### src/rtl/gtmr_pkg.sv
// Shared constants and types for the global timer.
// Assumes a byte-addressed 32-bit register port; offsets below are byte offsets.
package gtmr_pkg;
    localparam int OFF_CNT_LO = 'h00;
    localparam int OFF_CNT_HI = 'h04;
    localparam int OFF_CTRL   = 'h08;

    localparam int RUN_BIT    = 0;
    localparam int BANK_LSB   = 1;
    localparam int BANK_W     = 3;
    localparam int PRESC_LSB  = 8;

    // Per-processor control copy; packed msb first, so cmp_en lands on control bit 1.
    typedef struct packed {
        logic auto_inc;
        logic irq_en;
        logic cmp_en;
    } bank_t;
endpackage

### src/rtl/gtmr_prescaler.sv
// Divider that issues one advance strobe every (presc_i + 1) cycles while running.
// Assumes presc_i may change at any time; a phase already past the new limit fires at once.
module gtmr_prescaler #(
    parameter int PRESC_W = 8
) (
    input  logic               clk,
    input  logic               rst_n,
    input  logic               run_i,
    input  logic [PRESC_W-1:0] presc_i,
    output logic               tick_o
);
    logic [PRESC_W-1:0] div_q;

    // Strobe when the phase has reached the programmed limit.
    assign tick_o = run_i && (div_q >= presc_i);

    // Phase counter: cleared when stopped or on a strobe, otherwise counts up.
    always_ff @(posedge clk) begin
        if (!rst_n) begin
            div_q <= '0;
        end else if (!run_i || tick_o) begin
            div_q <= '0;
        end else begin
            div_q <= div_q + 1'b1;
        end
    end
endmodule

### src/rtl/gtmr_counter.sv
// Wide up-counter built from WORDS words, each loadable on its own.
// Assumes the caller only raises a word load when the counter is stopped.
module gtmr_counter #(
    parameter int WORD_W = 32,
    parameter int WORDS  = 2,
    localparam int CNT_W = WORD_W * WORDS
) (
    input  logic              clk,
    input  logic              rst_n,
    input  logic              tick_i,
    input  logic [WORDS-1:0]  wr_i,
    input  logic [WORD_W-1:0] wdata_i,
    output logic [CNT_W-1:0]  count_o
);
    logic [CNT_W-1:0] cnt_q;
    logic [CNT_W-1:0] load_d;

    // Merge the write data into each selected word of the current count.
    always_comb begin
        load_d = cnt_q;
        for (int w = 0; w < WORDS; w++) begin
            if (wr_i[w]) begin
                load_d[w*WORD_W +: WORD_W] = wdata_i;
            end
        end
    end

    // Count register: an advance strobe wins over word loads.
    always_ff @(posedge clk) begin
        if (!rst_n) begin
            cnt_q <= '0;
        end else if (tick_i) begin
            cnt_q <= cnt_q + 1'b1;
        end else begin
            cnt_q <= load_d;
        end
    end

    assign count_o = cnt_q;
endmodule

### src/rtl/gtmr_ctrl_bank.sv
// Control storage: shared enable and prescaler, plus one banked copy per processor.
// Assumes sel_i is in range whenever wr_i is high; reads merge shared and selected bits.
module gtmr_ctrl_bank
    import gtmr_pkg::*;
#(
    parameter int NUM_CPU = 4,
    parameter int CPU_W   = 2,
    parameter int WORD_W  = 32,
    parameter int PRESC_W = 8
) (
    input  logic               clk,
    input  logic               rst_n,
    input  logic               wr_i,
    input  logic [CPU_W-1:0]   sel_i,
    input  logic               run_d_i,
    input  logic [PRESC_W-1:0] presc_d_i,
    input  bank_t              bank_d_i,
    output logic               run_o,
    output logic [PRESC_W-1:0] presc_o,
    output bank_t              bank_o [NUM_CPU],
    output logic [WORD_W-1:0]  rd_ctrl_o
);
    logic               run_q;
    logic [PRESC_W-1:0] presc_q;
    bank_t              bank_q [NUM_CPU];
    bank_t              sel_bank;

    // Shared fields, written by any processor.
    always_ff @(posedge clk) begin
        if (!rst_n) begin
            run_q   <= 1'b0;
            presc_q <= '0;
        end else if (wr_i) begin
            run_q   <= run_d_i;
            presc_q <= presc_d_i;
        end
    end

    for (genvar g = 0; g < NUM_CPU; g++) begin : g_bank
        // Banked copy for processor g, written only by that requester.
        always_ff @(posedge clk) begin
            if (!rst_n) begin
                bank_q[g] <= '0;
            end else if (wr_i && (sel_i == CPU_W'(g))) begin
                bank_q[g] <= bank_d_i;
            end
        end
        assign bank_o[g] = bank_q[g];
    end

    // Pick the requester's banked copy for the read path.
    always_comb begin
        sel_bank = '0;
        for (int g = 0; g < NUM_CPU; g++) begin
            if (sel_i == CPU_W'(g)) begin
                sel_bank = bank_q[g];
            end
        end
    end

    // Assemble the control read word.
    always_comb begin
        rd_ctrl_o                      = '0;
        rd_ctrl_o[RUN_BIT]             = run_q;
        rd_ctrl_o[BANK_LSB +: BANK_W]  = sel_bank;
        rd_ctrl_o[PRESC_LSB +: PRESC_W] = presc_q;
    end

    assign run_o   = run_q;
    assign presc_o = presc_q;
endmodule

### src/rtl/gtmr_global_timer.sv
// Top of the global timer: register decode, access qualification and wiring of
// the divider, counter and control storage. Assumes one access per cycle and
// that reads are taken combinationally in the cycle of the request.
module gtmr_global_timer
    import gtmr_pkg::*;
#(
    parameter int NUM_CPU  = 4,
    parameter int WORD_W   = 32,
    parameter int ADDR_W   = 5,
    parameter int PRESC_W  = 8,
    localparam int CPU_W   = (NUM_CPU > 1) ? $clog2(NUM_CPU) : 1,
    localparam int BE_W    = WORD_W / 8,
    localparam int WORDS   = 2,
    localparam int CNT_W   = WORD_W * WORDS
) (
    input  logic               clk,
    input  logic               rst_n,
    input  logic               req_valid_i,
    input  logic               req_write_i,
    input  logic [ADDR_W-1:0]  req_addr_i,
    input  logic [BE_W-1:0]    req_be_i,
    input  logic [CPU_W-1:0]   req_cpu_i,
    input  logic [WORD_W-1:0]  req_wdata_i,
    output logic [WORD_W-1:0]  rd_data_o,
    output logic [CNT_W-1:0]   count_o,
    output logic               count_tick_o,
    output logic               run_o,
    output logic [NUM_CPU-1:0] cmp_en_o,
    output logic [NUM_CPU-1:0] irq_en_o,
    output logic [NUM_CPU-1:0] auto_inc_o
);
    logic               acc_ok;
    logic               wr_ok;
    logic               hit_lo;
    logic               hit_hi;
    logic               hit_ctrl;
    logic               run;
    logic               tick;
    logic [PRESC_W-1:0] presc;
    logic [WORDS-1:0]   cnt_wr;
    logic [WORD_W-1:0]  rd_ctrl;
    logic [CNT_W-1:0]   count;
    bank_t              banks [NUM_CPU];

    // Qualify the access: full word, requester index in range.
    assign acc_ok = req_valid_i && (&req_be_i)
                    && ({1'b0, req_cpu_i} < (CPU_W+1)'(NUM_CPU));
    assign wr_ok  = acc_ok && req_write_i;

    // Offset decode.
    assign hit_lo   = (req_addr_i == ADDR_W'(OFF_CNT_LO));
    assign hit_hi   = (req_addr_i == ADDR_W'(OFF_CNT_HI));
    assign hit_ctrl = (req_addr_i == ADDR_W'(OFF_CTRL));

    // Count word loads are refused while the timer runs.
    assign cnt_wr = {wr_ok && hit_hi && !run, wr_ok && hit_lo && !run};

    gtmr_prescaler #(.PRESC_W(PRESC_W)) u_presc (
        .clk     (clk),
        .rst_n   (rst_n),
        .run_i   (run),
        .presc_i (presc),
        .tick_o  (tick)
    );

    gtmr_counter #(.WORD_W(WORD_W), .WORDS(WORDS)) u_cnt (
        .clk     (clk),
        .rst_n   (rst_n),
        .tick_i  (tick),
        .wr_i    (cnt_wr),
        .wdata_i (req_wdata_i),
        .count_o (count)
    );

    gtmr_ctrl_bank #(
        .NUM_CPU (NUM_CPU),
        .CPU_W   (CPU_W),
        .WORD_W  (WORD_W),
        .PRESC_W (PRESC_W)
    ) u_ctrl (
        .clk       (clk),
        .rst_n     (rst_n),
        .wr_i      (wr_ok && hit_ctrl),
        .sel_i     (req_cpu_i),
        .run_d_i   (req_wdata_i[RUN_BIT]),
        .presc_d_i (req_wdata_i[PRESC_LSB +: PRESC_W]),
        .bank_d_i  (bank_t'(req_wdata_i[BANK_LSB +: BANK_W])),
        .run_o     (run),
        .presc_o   (presc),
        .bank_o    (banks),
        .rd_ctrl_o (rd_ctrl)
    );

    // Read mux: zero unless a qualified read hits a defined offset.
    always_comb begin
        rd_data_o = '0;
        if (acc_ok && !req_write_i) begin
            if (hit_lo) begin
                rd_data_o = count[WORD_W-1:0];
            end else if (hit_hi) begin
                rd_data_o = count[CNT_W-1:WORD_W];
            end else if (hit_ctrl) begin
                rd_data_o = rd_ctrl;
            end
        end
    end

    for (genvar g = 0; g < NUM_CPU; g++) begin : g_out
        assign cmp_en_o[g]   = banks[g].cmp_en;
        assign irq_en_o[g]   = banks[g].irq_en;
        assign auto_inc_o[g] = banks[g].auto_inc;
    end

    assign count_o      = count;
    assign count_tick_o = tick;
    assign run_o        = run;
endmodule

### config.mk
export PLATFORM = sky130hd
export DESIGN_NAME = gtmr_global_timer
export DESIGN_NICKNAME = d
export VERILOG_FILES = /design/src/rtl/gtmr_pkg.sv /design/src/rtl/gtmr_prescaler.sv /design/src/rtl/gtmr_counter.sv /design/src/rtl/gtmr_ctrl_bank.sv /design/src/rtl/gtmr_global_timer.sv
export SDC_FILE = /design/constraint.sdc
export NUM_CORES = 1
export LEC_CHECK = 0
export BUFFER_PORTS_ARGS = -buffer_cell sky130_fd_sc_hd__buf_2
export CAP_MARGIN = 5
export CORE_MARGIN = 1.5
export CORE_UTILIZATION = 56
export DETAILED_ROUTE_END_ITERATION = 16
export PLACE_DENSITY_LB_ADDON = 0.15
export SYNTH_ARGS = -nofsm -noshare
export SYNTH_HDL_FRONTEND = slang
export SYNTH_HIERARCHICAL = 1
export SYNTH_SLANG_ARGS = --single-unit
### constraint.sdc
create_clock -name clk -period 3.55 [get_ports clk]
set_input_delay 0 -clock clk [delete_from_list [all_inputs] [get_ports clk]]
set_output_delay 0 -clock clk [all_outputs]
set_load 0.01 [all_outputs]
# [Word-level counts from Yosys, hierarchy flattened]
# Memory sizes are Yosys's and may differ from the RTL's.
# Index checks and enable logic that the tools add are counted.
[word_totals] ff_bits=81 out_inout_bits=110 n_memories=1 ram_bits=12
[memory_table] name="u_ctrl.bank_q" words=4 word_bits=3 read_ports=4 rd_ports_with_merged_regs=0 wr=4 line="gtmr_ctrl_bank.sv:25" rtl="bank_t bank_q [NUM_CPU];"
[classes] n_reduce_logical=22 n_bitwise=5 addsub=2 n_mux=28 magnitude_cmp=1 n_eq_ne=5
[op_table] operator="two-way mux 32 bit" count=5
[op_table] operator="adder 64 x 1 -> 64 bit (second input constant)" count=1
[op_table] operator="two-way mux 64 bit" count=1
[op_table] operator="two-way mux 3 bit" count=8
[op_table] operator="two-way mux 16 bit" count=1
[op_table] operator="logical AND 1 bit" count=13
[op_table] operator="two-way mux 1 bit" count=13
[op_table] operator="adder 8 x 1 -> 8 bit (second input constant)" count=1
[op_table] operator="greater-or-equal comparator 8 bit" count=1
[op_table] operator="== test 5 x 3 -> 1 bit (second input constant)" count=1
[op_table] operator="== test 5 x 4 -> 1 bit (second input constant)" count=1
[op_table] operator="zero test 5 bit" count=1
[op_table] operator="== test 2 bit (second input constant)" count=2
[op_table] operator="bitwise OR 1 bit" count=4
[op_table] operator="AND reduction 4 bit" count=1
[op_table] operator="nonzero test 2 bit" count=2
[op_table] operator="== test 2 x 1 -> 1 bit (second input constant)" count=1
[op_table] operator="zero test 1 bit" count=2
[op_table] operator="zero test 2 bit" count=1
[op_table] operator="OR reduction 2 bit" count=1
[op_table] operator="logical OR 1 bit" count=1
[op_table] operator="inverter 1 bit" count=1

# [Logic depth before layout (Yosys ltp)]
[depth] depth_word=9 ltp_mapped=14 depth_no_buf=12

# [Hierarchy]
# Netlist, hierarchy kept.
[by_module_without_submodules] module="gtmr_counter" cells_each=540 instances=1 seq_area_each_um2=1281.2 area_per_inst_um2=4083.9
[by_module_without_submodules] module="gtmr_global_timer" cells_each=161 instances=1 seq_area_each_um2=0.0 area_per_inst_um2=1187.4
[by_module_without_submodules] module="gtmr_ctrl_bank" cells_each=99 instances=1 seq_area_each_um2=540.5 area_per_inst_um2=1157.4
[by_module_without_submodules] module="gtmr_prescaler" cells_each=59 instances=1 seq_area_each_um2=160.2 area_per_inst_um2=525.5

# [Worst setup path before layout]
# Ideal clock, no wire load.
[synth_path] kind="flip-flop to flip-flop" startpoint="register u_presc.div_q[0]" endpoint="register u_cnt.cnt_q[27] (netlist: u_cnt/count_o[27])" setup_time_ns=0.079 t_arrival_ns=2.774 path_buffers=2 slack_ns=0.697 path_stages_with_launch=14 cell_sequence="dfxtp_1 > inv_1 > ha_1 > nand2b_1 > a31oi_2 > nor3_1 > o21a_1 > clkbuf_1 > inv_2 > or4_1 > buf_6 > nor3_4 > a311oi_1 > a211oi_2"
[synth_between] elab_chain_len=3
[synth_rtl] element="start: declaration" line="gtmr_prescaler.sv:12" rtl="logic [PRESC_W-1:0] div_q;"
[synth_rtl] element="start signal: assignment" line="gtmr_prescaler.sv:24" rtl="div_q <= div_q + 1'b1;"
[synth_rtl] element="greater-or-equal comparator 8 bit *" line="gtmr_prescaler.sv:15" rtl="assign tick_o = run_i && (div_q >= presc_i);"
[synth_rtl] element="logical AND 1 bit *" line="gtmr_prescaler.sv:15"
[synth_rtl] element="named net count_tick_o" line="gtmr_global_timer.sv:26" rtl="output logic count_tick_o,"
[synth_rtl] element="two-way mux 64 bit or nonzero test 2 bit (tied branches)"
[synth_rtl] element="end signal: assignment" line="gtmr_counter.sv:33" rtl="cnt_q <= cnt_q + 1'b1;"
[synth_rtl] element="end signal: assignment" line="gtmr_counter.sv:35" rtl="cnt_q <= load_d;"
[synth_rtl] element="end: declaration" line="gtmr_counter.sv:15" rtl="logic [CNT_W-1:0] cnt_q;"
# The timed path passes the listed nets; every way through them passes the cells marked *.
# A chain may end at the register's enable or synchronous reset.

# [Final worst setup path]
[layout_path] startpoint="register u_ctrl.presc_q[2] (netlist: u_ctrl/presc_o[2])" endpoint="register u_cnt.cnt_q[49] (netlist: u_cnt/count_o[49])"
[layout_between] elab_chain_len=3
[layout_rtl] element="start: declaration" line="gtmr_ctrl_bank.sv:24" rtl="logic [PRESC_W-1:0] presc_q;"
[layout_rtl] element="start signal: assignment" line="gtmr_ctrl_bank.sv:35" rtl="presc_q <= presc_d_i;"
[layout_rtl] element="greater-or-equal comparator 8 bit *" line="gtmr_prescaler.sv:15"
[layout_rtl] element="logical AND 1 bit *" line="gtmr_prescaler.sv:15"
[layout_rtl] element="two-way mux 64 bit or nonzero test 2 bit (tied branches)"
# Mark *: on every way between the ends. The rest lies on a longest branch, timed or not.

==> metrics.md <==
| Metric | Value |
|---|---|
| Final setup fails | `0` |
| Area grow syn2layout | `19.9%` |
| Pleak | `2.98 nW` |
| Crit Path Category | `flop to flop` |
| Hold slack | `0.0202 ns` |
| Height of the chip | `114 um` |
| Post-synth top area share | `23.3%` |
| Worst rel slew slack | `30.6%` |
| CTS root buffer | `clkbuf_16` |
| Fin crit share | `82.7%` |
| Post-Route Utilization | `69.1%` |
| Hold Fails Final Rpt | `0` |
| CP Launch Point | `u_ctrl/presc_o[2]` |
| Max_cap viols | `0` |
| Hold_sp | `req_wdata_i[30]` |
| CTS tree | `done` |
| Top cells by area, synth | `dfxtp_1 23%, a221oi_2 6.3%, edfxtp_1 5.2%` |
| Clock sinks | `93` |
| Post-CTS Setup Inserts | `0` |
| Pre-CTS WS | `0.697 ns` |
| Cts repair resizes | `0` |
| Initial DRC Count | `926` |
| CP Max Fanout | `71` |
| Seq/Total Area, Yosys | `28.5%` |
| Post-synth EDFFs | `12` |
| Antenna Nets Post-Route | `0` |
| Ports | `157` |
| Clock transition at path regs | `0.06 ns` |
| Slew Viols, Final | `0` |
| Global-route wire length before repair | `35700 um` |
| Antenna violations before repair | `0` |
| Post-synthesis mux area share | `4.17%` |
| Maximum clock frequency | `341 MHz` |
| Final min period | `2.94 ns` |
| Htree depth | `3` |
| Synth Flop Type | `dfxtp_1` |
| Peak VDD IR | `0.292 mV` |
| Gr ovfl total | `0` |
| Die X | `114 um` |
| Number of fillers in the final layout | `1053` |
| Vias per cell | `6.28` |
| Nets | `1074` |
| ANT cells | `0` |
| Simple-gate share of the synthesized area | `28.0%` |
| Synthesis Warnings | `6` |
| Detailed-placement wirelength estimate | `15700 um` |
| Share of layout cells above drive strength 1 | `27.3%` |
| Largest buffer count on any clock path | `2` |
| Design Power | `0.00225 W` |
| Setup skew after layout | `0.0123 ns` |
| Via count | `7475` |
| Post-synthesis adder-cell area fraction | `1.80%` |
| Most frequent cells in the layout | `156 x buf_2, 81 x dfxtp_1, 65 x a21oi_1` |
| Total track usage | `34.7%` |
| Unrepaired setup endpoints after global routing | `false` |
| Worst Tran Pin Value | `1.04 ns` |
| Number of global-route vias before repair | `6745` |
| Row count | `40` |
| Clk_lat worst skew | `0.36 ns` |
| Core outline area | `12100 um^2` |
| Post-Route Setup TNS | `0 ns` |
| Mapped cell area | `6950 um^2` |
| DRC | `0` |
| Synth Register Bits | `93` |
| Largest family of logic cells by synthesized area | `simple AND/OR/NAND/NOR gates` |
| Pin count of the biggest net entering global routing | `72` |
| Final worst setup slack | `0.614 ns` |
| Critical path capture point type | `flop` |
| Most common cell after layout, fill and taps aside | `buf_2` |
| Syn avg cell area | `8.10 um^2` |
| Xor-xnor portion of the synthesized cell area | `1.39%` |
| Cells after Synth | `859` |
| Synth cell types | `80` |
| WL/cell | `19.2 um` |
| Worst reg2reg startpoint | `u_ctrl/presc_o[2]` |
| Worst Hold Class | `primary input to flop` |
| Fraction of registers with async set/reset | `0%` |
| Initial Utilization | `57.7%` |
| Routed WL | `22900 um` |
| RD Place Congestion | `0.926` |
| CTS buffer count | `9` |
| Required @ worst endpoint | `3.80 ns` |
| I/O Buffers | `156` |
| CP arrival | `3.18 ns` |
| Drt first pass iters | `6` |
| Compound-Gate Fraction of Synth Area | `25.9%` |
| # hold bufs at CTS | `30` |
| P per Cell Area | `270 nW/um^2` |
| Synth area leader | `dfxtp_1` |
| DIE AREA | `13100 um^2` |
| Crit path launch type | `flop` |
| Status | `finished, final reports clean` |
-- flip-flops by register name, summed over array words and instances (netlist names) --
name and count:
u_cnt/count_o 64, u_ctrl/presc_o 8, u_ctrl/run_o 1, u_ctrl/bank_q 12
u_presc/div_q 8
-- cell usage after synthesis (4+ instances only) --
| master | number |
|---|---|
| nand2_1 | 48 |
| buf_6 | 9 |
| nor2_1 | 64 |
| xor2_1 | 6 |
| a221oi_2 | 29 |
| a21o_1 | 5 |
| ha_1 | 10 |
| or3_1 | 7 |
| nand3_1 | 60 |
| buf_1 | 4 |
| buf_4 | 30 |
| o221ai_1 | 4 |
| and4_1 | 11 |
| o31ai_1 | 5 |
| a221oi_1 | 6 |
| o211ai_1 | 12 |
| o21a_1 | 4 |
| a31oi_1 | 8 |
| a311oi_1 | 5 |
| or4_1 | 8 |
| inv_1 | 51 |
| dfxtp_1 | 81 |
| o21ai_2 | 10 |
| o21ai_1 | 20 |
| clkbuf_1 | 31 |
| and2_1 | 20 |
| o21ai_0 | 32 |
| xnor2_1 | 5 |
| and3_1 | 9 |
| nor3_1 | 31 |
| mux2i_1 | 11 |
| a21oi_1 | 65 |
| nand4_1 | 26 |
| buf_2 | 9 |
| o31a_1 | 7 |
| nor2b_1 | 13 |
| nand2b_1 | 6 |
| edfxtp_1 | 12 |
| a22oi_1 | 10 |
| nor4_1 | 13 |
| mux2_2 | 8 |
-- critical path, stage by stage (launching register included) --
cell	delay, ns
dfxtp_1	0.36
inv_1	0.05
ha_1	0.31
a211o_1	0.30
a31oi_2	0.23
nor3_1	0.07
o21a_2	0.25
buf_12	0.21
nor2_1	0.47
buf_4	0.25
a21oi_1	0.05
o221a_2	0.25
-- metal layers --
metal / vias to the layer above / share of wire (%) / GRT usage [%]
met5: - / 0 / 0
met4: 0 / 2.1 / 12.2
met3: 52 / 10 / 6.51
met2: 416 / 46 / 54.3
met1: 3516 / 42 / 48.1
li1: 3491 / - / -
-- path summary, 6_finish.rpt --
kind                            end  slack (ns)  depth (start not counted)
hold / removal    u_cnt/count_o[30]        0.02                          4
hold reg to reg    u_presc/div_q[0]        0.49                          1
setup reg to reg  u_cnt/count_o[49]        0.61                         11
setup / recovery  u_cnt/count_o[49]        0.61                         11
-- per-stage QoR --
step,cell area (um^2),cells
2_1_floorplan,7030,878
3_3_place_gp,7730,1144
3_5_place_dp,7730,1144
4_1_cts,8340,1190
5_1_grt,8340,1190
6_report,8340,1190
-- where the power goes --
part           internal, W  switching [W]
clock network     0.000569       0.000440
registers          0.00107     0.00000448
logic            0.0000695       0.000101
total              0.00171       0.000546
-- logic make-up after synthesis --
kind of cell	after synthesis
AOI/OAI and AO/OA	240
xor gates and xnor gates	11
adders and majority gates	10
buffers and inverters	137
DFF	93
muxes	24
other	1
and+or+nand+nor	343
-- final cells by class --
type | count | area (um^2) | share of cell area, %
clock buffer | 11 | 243 | 2.91
clock inverter | 5 | 60.1 | 0.721
inverter | 53 | 199 | 2.39
multi-input combinational | 648 | 4350 | 52.2
sequential | 93 | 1980 | 23.8
tap | 168 | 210 | 2.52
timing repair buffer | 212 | 1290 | 15.5
No activity file was read; power rests on OpenSTA's default activity.
